==> config.mk <==
export PLATFORM = sky130hd
export DESIGN_NAME = pin_wake_detect
export DESIGN_NICKNAME = d
export VERILOG_FILES = /design/src/rtl/pwk_pkg.sv /design/src/rtl/pwk_sync.sv /design/src/rtl/pwk_edge_fsm.sv /design/src/rtl/pwk_regs.sv /design/src/rtl/pin_wake_detect.sv
export SDC_FILE = /design/constraint.sdc
export NUM_CORES = 1
export LEC_CHECK = 0
export ABC_AREA = 1
export BUFFER_PORTS_ARGS = -buffer_cell sky130_fd_sc_hd__clkbuf_2
export CELL_PAD_IN_SITES_DETAIL_PLACEMENT = 1
export CELL_PAD_IN_SITES_GLOBAL_PLACEMENT = 2
export CORE_MARGIN = 1.5
export CORE_UTILIZATION = 24
export DETAILED_ROUTE_END_ITERATION = 10
export PLACE_DENSITY_LB_ADDON = 0.1
export SLEW_MARGIN = 15
export SYNTH_ARGS = -nofsm -noshare
export SYNTH_HDL_FRONTEND = slang
export SYNTH_SLANG_ARGS = --single-unit
==> constraint.sdc <==
create_clock -name clk -period 1.25 [get_ports clk]
set_clock_uncertainty 0.15 [all_clocks]
set_input_delay 0.125 -clock clk [delete_from_list [all_inputs] [get_ports clk]]
set_output_delay 0.125 -clock clk [all_outputs]
set_load 0.01 [all_outputs]
==> src/rtl/pwk_pkg.sv <==
package pwk_pkg;
    typedef enum logic [2:0] {
        ST_FILL1,
        ST_FILL2,
        ST_SEEK,
        ST_LOW,
        ST_HIGH
    } lvl_state_t;

    localparam logic [1:0] ADR_ENA  = 2'd0;
    localparam logic [1:0] ADR_EDGE = 2'd1;
    localparam logic [1:0] ADR_PEND = 2'd2;
endpackage

==> src/rtl/pwk_sync.sv <==
module pwk_sync #(
    parameter int W      = 4,
    parameter int STAGES = 2
) (
    input  logic         clk,
    input  logic         rst,
    input  logic [W-1:0] d,
    output logic [W-1:0] q
);
    logic [STAGES-1:0][W-1:0] chain;

    always_ff @(posedge clk) begin
        if (rst) chain <= '0;
        else     chain <= {chain[STAGES-2:0], d};
    end

    assign q = chain[STAGES-1];
endmodule

==> src/rtl/pwk_edge_fsm.sv <==
module pwk_edge_fsm
    import pwk_pkg::*;
(
    input  logic clk,
    input  logic rst,
    input  logic lvl,
    input  logic fall_sel,
    output logic evt
);
    lvl_state_t st, st_nx;

    always_ff @(posedge clk) begin
        if (rst) st <= ST_FILL1;
        else     st <= st_nx;
    end

    always_comb begin
        st_nx = st;
        unique case (st)
            ST_FILL1: st_nx = ST_FILL2;
            ST_FILL2: st_nx = ST_SEEK;
            ST_SEEK:  st_nx = lvl ? ST_HIGH : ST_LOW;
            ST_LOW:   if (lvl)  st_nx = ST_HIGH;
            ST_HIGH:  if (!lvl) st_nx = ST_LOW;
            default:  st_nx = ST_FILL1;
        endcase
    end

    always_comb begin
        evt = 1'b0;
        unique case (st)
            ST_LOW:  evt = lvl && !fall_sel;
            ST_HIGH: evt = !lvl && fall_sel;
            default: evt = 1'b0;
        endcase
    end

    // a trigger needs a level change, never a polarity change alone
    a_r9_stable_level_quiet: assert property (@(posedge clk) disable iff (rst)
        $stable(lvl) |-> !evt);

    // the trigger direction matches the edge select
    a_r3_rise_direction: assert property (@(posedge clk) disable iff (rst)
        (evt && !fall_sel) |-> lvl);
    a_r4_fall_direction: assert property (@(posedge clk) disable iff (rst)
        (evt && fall_sel) |-> !lvl);
endmodule

==> src/rtl/pwk_regs.sv <==
module pwk_regs
    import pwk_pkg::*;
#(
    parameter int N = 4
) (
    input  logic         clk,
    input  logic         rst,
    input  logic         we,
    input  logic [1:0]   addr,
    input  logic [N-1:0] wdata,
    input  logic [N-1:0] evt,
    output logic [N-1:0] rdata,
    output logic [N-1:0] ena_n,
    output logic [N-1:0] fall_sel,
    output logic [N-1:0] pend
);
    logic [N-1:0] clr;
    logic [N-1:0] pend_nx;

    assign clr     = (we && addr == ADR_PEND) ? wdata : '0;
    assign pend_nx = (pend & ~clr) | evt;

    always_ff @(posedge clk) begin
        if (rst) begin
            ena_n    <= '1;
            fall_sel <= '0;
            pend     <= '0;
        end else begin
            if (we && addr == ADR_ENA)  ena_n    <= wdata;
            if (we && addr == ADR_EDGE) fall_sel <= wdata;
            pend <= pend_nx;
        end
    end

    always_comb begin
        unique case (addr)
            ADR_ENA:  rdata = ena_n;
            ADR_EDGE: rdata = fall_sel;
            ADR_PEND: rdata = pend;
            default:  rdata = '0;
        endcase
    end

    // registers hold their reset values on the first cycle after reset
    a_r2_reset_values: assert property (@(posedge clk) disable iff (rst)
        $fell(rst) |-> (ena_n == '1 && fall_sel == '0 && pend == '0));

    // a written 1 clears its flag unless a trigger arrived at the same time
    a_r6_clear_takes: assert property (@(posedge clk) disable iff (rst)
        $past(we && addr == ADR_PEND) |-> ((pend & $past(wdata & ~evt)) == '0));

    // every trigger leaves its flag set, even under a clear
    a_r7_set_wins: assert property (@(posedge clk) disable iff (rst)
        1'b1 |=> ((pend & $past(evt)) == $past(evt)));
endmodule

==> src/rtl/pin_wake_detect.sv <==
module pin_wake_detect #(
    parameter int NUM_PINS    = 4,
    parameter int SYNC_STAGES = 2
) (
    input  logic                clk,
    input  logic                rst,
    input  logic [NUM_PINS-1:0] pin_in,
    input  logic                reg_we,
    input  logic [1:0]          reg_addr,
    input  logic [NUM_PINS-1:0] reg_wdata,
    output logic [NUM_PINS-1:0] reg_rdata,
    output logic [NUM_PINS-1:0] pend_flags,
    output logic                wake
);
    logic [NUM_PINS-1:0] lvl_s;
    logic [NUM_PINS-1:0] evt;
    logic [NUM_PINS-1:0] ena_n;
    logic [NUM_PINS-1:0] fall_sel;

    pwk_sync #(.W(NUM_PINS), .STAGES(SYNC_STAGES)) u_sync (
        .clk (clk),
        .rst (rst),
        .d   (pin_in),
        .q   (lvl_s)
    );

    for (genvar i = 0; i < NUM_PINS; i++) begin : g_pin
        pwk_edge_fsm u_fsm (
            .clk      (clk),
            .rst      (rst),
            .lvl      (lvl_s[i]),
            .fall_sel (fall_sel[i]),
            .evt      (evt[i])
        );
    end

    pwk_regs #(.N(NUM_PINS)) u_regs (
        .clk      (clk),
        .rst      (rst),
        .we       (reg_we),
        .addr     (reg_addr),
        .wdata    (reg_wdata),
        .evt      (evt),
        .rdata    (reg_rdata),
        .ena_n    (ena_n),
        .fall_sel (fall_sel),
        .pend     (pend_flags)
    );

    assign wake = |(pend_flags & ~ena_n);

    // with every pin disabled no wakeup can be raised
    a_r8_disabled_silent: assert property (@(posedge clk) disable iff (rst)
        (&ena_n) |-> !wake);

    // with no pending flag no wakeup can be raised
    a_r8_needs_pending: assert property (@(posedge clk) disable iff (rst)
        (pend_flags == '0) |-> !wake);
endmodule

Word level (Yosys, flattened, before mapping) --
Cells that the tools add are included.
Word-level totals: output and inout port bits 9, input bits 13, word-level logic and storage cells 91, bits in registers 32
Cells by class: reduce and logical (&&, ||, !) cells 29, multiplexer cells 22, bitwise operators 5, equality and inequality tests 26
Operators by type and width (number):
- $pmux 3 s5 | 4
- $mux 3 | 12
- $eq 3x2->1 const B | 8
- $ne 2x2->1 const B | 8
- $eq 3x1->1 const B | 4
- $eq 3x3->1 const B | 4
- $logic_not 3->1 | 4
- $pmux 4 s3 | 1
- $logic_and 1x1->1 | 11
- $and 4x4->4 | 2
- $logic_not 1->1 | 8
- $not 4->4 | 2
- $pmux 1 s2 | 4
- $reduce_and 2->1 | 4
- $mux 4 | 1
- $or 4x4->4 | 1
- $reduce_or 4->1 | 1
- $eq 2x1->1 const B | 1
- $eq 2x2->1 const B | 1
- $logic_not 2->1 | 1

Depth between registers and ports, before layout --
Gate-level depths: netlist of run 1.
depth after elaboration 6, mapped depth 6, gate-level depth less buffers 6

By module --
Synthesis of run 1 repeated with hierarchy kept, for this count alone.
Second synthesis, totals: cells, all modules 235, area total of the unflattened synthesis 1534.0 um^2
Modules (own cells, without submodules):
- pwk_edge_fsm | times used 4, cells each 28, area each 168.9 um^2, sequential area each 60.1 um^2
- pwk_regs | times used 1, cells each 81, area each 548.0 um^2, sequential area each 240.2 um^2
- pwk_sync | times used 1, cells each 29, area each 261.5 um^2, sequential area each 160.2 um^2
- pin_wake_detect | times used 1, cells each 13, area each 48.8 um^2, sequential area each 0.0 um^2

Worst setup path before layout of run 1 --
Ideal clock, no wire load.
path kind register -> output, start point reg u_regs.pend[3], end point out wake, arrival time 0.712 ns, buffers on the path 0, stages on the path, launching flop included 4, required time 0.975 ns, setup slack 0.263 ns, path through dfxtp_1 inv_1 o22ai_1 nand3b_1
Between the ends: cells in the longest elaborated chain, start to end 2
Ends and longest elaborated chain:
- start: declaration | RTL line pwk_regs.sv:15 | output logic [N-1:0] pend
- start signal: assignment | RTL line pwk_regs.sv:31 | pend <= pend_nx;
- $and 4x4->4 | RTL line pin_wake_detect.sv:50 | assign wake = |(pend_flags & ~ena_n);
- $reduce_or 4->1 | RTL line pin_wake_detect.sv:50
- end: declaration | RTL line pin_wake_detect.sv:13 | output logic wake
Every way passes these cells.

Final worst setup path of run 1 --
Same ends and word-level chain as after synthesis.

==> results of run 1 <==
[state kept, by name (all words and copies together), names as in the netlist]
register / count
g_pin.u_fsm.st: 12
u_regs.ena_n: 4
u_regs.fall_sel: 4
u_regs.pend: 4
u_sync.chain: 4
u_sync.q: 4
[routing by layer]
metal,share of wire (%),wire length [um],GRT usage [%],up-vias
met5,0,0,0,-
met4,1.6,61,6.79,0
met3,2.5,94,4.07,6
met2,52,1960,24.9,11
met1,44,1630,13.7,647
li1,-,-,-,711
[path summary, 6_finish.rpt]
kind | startpoint | end | slack (ns) | depth (start not counted)
setup / recovery | u_regs.pend[3]$_SDFF_PP0_ | wake | -0.05 | 4
hold / removal | rst | u_regs.ena_n[2]$_SDFFE_PP1P_ | 0.08 | 4
setup reg to reg | g_pin[1].u_fsm.st[2]$_SDFFE_PP0P_ | g_pin[1].u_fsm.st[1]$_SDFFE_PP0P_ | 0.12 | 3
hold reg to reg | u_sync.chain[0]$_SDFF_PP0_ | u_sync.q[0]$_SDFF_PP0_ | 0.26 | 2
[area by class of cell]
cell class | instances | area share [%]
Clock buffer | 7 | 4.69
Multi-Input combinational cell | 131 | 32.7
Clock inverter | 1 | 0.408
Tap cell | 72 | 4.89
Inverter | 37 | 7.54
Timing Repair Buffer | 37 | 14.0
Sequential cell | 32 | 35.7
[repair_timing]
item                                    4_1_cts  5_1_grt
endpoints found under the hold margin         8        0
gates resized for setup                      18        8
buffers inserted                              3        2
hold buffers                                  8        0
endpoints found under the setup margin        5        5
pin swaps                                     4        1
[worst max-delay path: stages, from the launching register on]
cell and delay [ns]:
dfxtp_2 0.34, inv_2 0.04, o22ai_2 0.13, nand3b_1 0.12, buf_2 0.13
[power breakdown]
group | switching, mW | internal, mW
Combinational | 0.172 | 0.123
Clock | 0.386 | 0.447
Sequential | 0.0428 | 1.08
Total | 0.601 | 1.65
[kinds of logic (layout without fill, tap and decap cells)]
logic type,after synthesis,in the layout
buffers and inverters,39,82
flip-flops,32,32
AO/OA/AOI/OAI,33,33
AND/OR/NAND/NOR,98,98
[synth_stat cells]
library cell,number,share of area (%)
o221ai_1,2,1.3
nand2_1,44,12
nand4_1,4,1.8
buf_2,2,0.73
o22ai_1,1,0.46
a21oi_1,8,2.9
nand3_2,1,0.73
nor2_2,2,0.91
nand3_1,4,1.5
o211ai_1,4,2.2
nor2_1,42,11
inv_1,36,9.9
o21ai_0,18,6.6
dfxtp_1,32,47
inv_2,1,0.27
nand3b_1,1,0.55
==> impl_results.md, run 1 <==
- Ant diodes: 0
- Dpl cells: between 200 and 300
- Core box area: ~5500 sq um
- Max-slew violations: 0
- Final Cycle Share: 104%
- Failing checks: negative setup slack
- Finished Cell Area: between 1500 and 2000 sq um
- CTS max path bufs: 2
- Share of the yosys chip area belonging to registers: 46.7%
- Util after Layout: roughly a third
- Syn Nets: about 220
- Post-synthesis adder-cell area fraction: 0%
- Status: complete, but fails checks
- Min Hold Slack: 0.0837 ns
- Area delta synth->final: 34.3%
- Layout Cells excl Fill: between 300 and 400
- Row Count: 27
- Synthesized area: ~1400 sq um
- Die width: 78.6 um
- Largest family of logic cells by synthesized area: simple AND/OR/NAND/NOR gates
- Cell Pwr Density: 1220 nW/um^2
- Global-route wire length before repair: about 6400 um
- DRC: 0
- Worst-Skew Late Latency: roughly 0.28 ns
- Worst hold-check path type: in -> reg
- Clk root buf: clkbuf_8
- Worst slew margin: 80.6%
- Crit path launch type: flop
- Setup_tns: -0.101 ns
- Wire per inst: around 12 um
- Number of port buffers: 21
- IO Count: 22
- Max-cap violations: 0
- Num CTS Buffers: 5
- Arr. time, crit path: roughly 1.0 ns
- Peak VDD IR: between 0.3 and 0.4 mV
- Fmax: 0.768 GHz
- Power, Total: 2.26 mW
- Starting Density: around 25%
- Most frequent cells in the layout: nand2_1 (43), nor2_1 (42), inv_1 (30), dfxtp_1 (20)
- Clock slew at reported path FFs: approximately 0.070 ns
- Synth warnings: 0
- Die area: between 6000 and 7000 sq um
- Layout cell share with drive strength beyond 1: around 25%
- Final Hold Vio Count: 0
- Post-Synth XOR/XNOR Area: 0%
- Cell Area, Placed: 1590 sq um
- Most common cell after layout, fill and taps aside: nand2_1
- Req. time, crit path: roughly 0.98 ns
- Max H-tree Level: 2
- Crit Path Max Fanout: 2
- Tot GR Track Use: a little over an eighth
- Fillers: 700
- Simple-Gate Fraction of Synth Area: between 20% and 30%
- Critical Path End Type: primary output
- Routability cong.: between 0.7 and 0.8
- Vias after detailed routing: about 1,400
- Synth cell types: 16
- RSZ-0062 raised after global routing: true
- Number of setup violations in the final report: 2
- Net count, final: 257
- Initial antenna violation count: 0
- Largest net degree at the start of global routing: 15
- Seq. cell area: between 600 and 700 sq um
- FF+latch count, synth: 32
- Place WS: just over 0.09 ns
- Leakage: slightly below 0.9 nW
- Final global-route overflow total: 0
- DP HPWL: about 2800 um
- Detail Route Antenna Nets: 0
- Post-synthesis mux area share: 0%
- Vias in the first global route: about 1,500
- Avg Synthesized Cell Area: just under 7 sq um
- Avg Vias per Cell: 4.34
- TritonCTS clock tree: built
- Drt first pass iters: 4
- WS Path Type: reg -> out
- Iter 0 DRT Violations: 42
- Setup ws final: -0.0525 ns
- Least-Margin Pin Slew: approximately 0.29 ns
- Mapped Cells: 202
- Die Y-Extent: ~80 um
- Tmin final: about 1.3 ns
- Final wirelength: ~3700 um
- Synth Area in Compound Gates: 13.4%
- # clock sinks: 32
- Multi-input logic area: approximately 600 sq um
(Power assumes the default switching activity.)
==> run 2: changes to the inputs <==
- clock period: 1.25 -> 1.3 ns (I/O delays scaled with it)
==> run 2 against run 1 <==
The run still ends with negative setup slack left. Via count is 0.80% higher. Global-route usage is 0.11 points lower. Final cell count is 0.32% lower. Register-to-register slack better by 0.07 ns. Worst hold slack better by 0.0014 ns. Utilization is 0.41 points higher. Sequential share of layout area is 0.43 points lower. Sequential power is 4% lower. Worst setup slack better by 0.0053 ns. Combinational power is 3% lower.
==> impl_results.md, run 2 (same netlist as run 1, synthesis figures left out) <==
- TritonCTS clock tree: built
- Initial antenna violation count: 0
- Starting Density: 24.9%
- CTS max path bufs: 2
- Iter 0 DRT Violations: 11
- Row Count: 27
- Leakage: around 0.88 nW
- Max-slew violations: 0
- Largest register by flop count: g_pin.u_fsm.st
- Vias in the first global route: between 1,000 and 1,500
- Tot GR Track Use: 13.4%
- Final wirelength: 3840 um
- Global-route wire length before repair: roughly 6400 um
- Dpl cells: around 300
- Crit path launch type: flop
- Most common cell after layout, fill and taps aside: nand2_1
- Worst-Skew Late Latency: a little under 0.3 ns
- Largest net degree at the start of global routing: 15
- WS Path Type: reg -> out
- Max H-tree Level: 2
- Max reg flops: 12
- RSZ-0062 raised after global routing: true
- Most frequent cells in the layout: nand2_1 (44), nor2_1 (42), inv_1 (30), dfxtp_1 (20), o21ai_0 (18)
- Die area: 6180 sq um
- Arr. time, crit path: approximately 1.1 ns
- Die width: 78.6 um
- Clk root buf: clkbuf_8
- Ant diodes: 0
- Number of setup violations in the final report: 1
- Peak VDD IR: ~0.38 mV
- Avg Vias per Cell: ~4.4
- Crit Path Max Fanout: 4
- # clock sinks: 32
- Core box area: ~5500 sq um
- Drt first pass iters: 4
- IO Count: 22
- Vias after detailed routing: roughly 1,400
- Setup_tns: -0.0472 ns
- Layout Cells excl Fill: roughly 320
- Failing checks: negative setup slack
- Area delta synth->final: 35.9%
- Routability cong.: roughly 0.78
- Layout cell share with drive strength beyond 1: roughly a quarter
- Num CTS Buffers: 5
- Wire per inst: around 12 um
- Clock slew at reported path FFs: approximately 0.07 ns
- Max-cap violations: 0
- Least-Margin Pin Slew: 0.264 ns
- Critical Path End Type: primary output
- Final Cycle Share: 104%
- DRC: 0
- Detail Route Antenna Nets: 0
- Number of port buffers: 21
- Setup ws final: -0.0472 ns
- Net count, final: about 260
- Die Y-Extent: between 70 and 80 um
- Final Hold Vio Count: 0
- Worst hold-check path type: in -> reg
- Status: complete, but fails checks
- Final global-route overflow total: 0
- Tmin final: roughly 1.3 ns
- DP HPWL: approximately 2800 um
- Min Hold Slack: about 0.085 ns
- Req. time, crit path: a little over 1 ns
- Cell Pwr Density: 1300 nW/um^2
- Fmax: ~0.74 GHz
- Worst slew margin: about 80%
- Fillers: between 700 and 800
run 2: path summary, 6_finish.rpt:
check                                    startpoint                                end  slack, ns  cells past startpoint
hold / removal                                  rst       u_regs.ena_n[2]$_SDFFE_PP1P_       0.09                      4
setup / recovery          u_regs.pend[3]$_SDFF_PP0_                               wake      -0.05                      4
setup reg to reg  g_pin[1].u_fsm.st[1]$_SDFFE_PP0P_  g_pin[1].u_fsm.st[1]$_SDFFE_PP0P_       0.19                      4
hold reg to reg          u_sync.chain[3]$_SDFF_PP0_             u_sync.q[3]$_SDFF_PP0_       0.25                      2
run 2: area by class of cell:
class / instances / area [sq um] / share of cell area (%)
clock inverters: 1 / 30.0 / 1.61
inverters: 37 / 139 / 7.45
flip-flops and latches: 32 / 658 / 35.3
well taps: 72 / 90.1 / 4.83
repair buffers: 36 / 250 / 13.4
multi-input cells: 131 / 601 / 32.2
clock buffers: 7 / 96.3 / 5.17
run 2: power breakdown:
part           leakage (nW)  switching (mW)  internal (mW)
Combinational         0.550           0.169          0.117
Sequential            0.266          0.0422           1.04
Clock                0.0645           0.380          0.676
Total                 0.880           0.591           1.84
run 2: per-stage QoR:
step	utilization, %	setup WS, ns	power (mW)	cell area (sq um)
after floorplan	-	0.308	1.25	1370
after global placement	28.8	0.147	1.34	1580
after detailed placement	28.8	0.113	1.36	1580
after CTS	33.4	-0.0811	2.48	1840
after global routing	33.9	-0.132	2.57	1860
final	33.9	-0.0472	2.43	1860
run 2: what timing repair did:
item                                    4_1_cts  5_1_grt
hold buffers                                  8        0
buffers inserted                              4        1
pin swaps                                     2        3
cloned                                        0        0
gates resized for setup                      10       16
endpoints found under the setup margin        5        5
endpoints found under the hold margin         8        0
run 2: routing by layer:
metal,GRT usage (%),up-vias,part of all wire [%]
met5,0,-,0
met4,5.89,0,1.8
met3,3.84,7,2.3
met2,23.6,10,53
met1,14.9,659,43
li1,-,710,-
run 2: worst max-delay path: stages (launching register included):
cell	delay [ns]
dfxtp_2	0.36
inv_2	0.04
o22ai_2	0.14
nand3b_1	0.12
buf_2	0.13
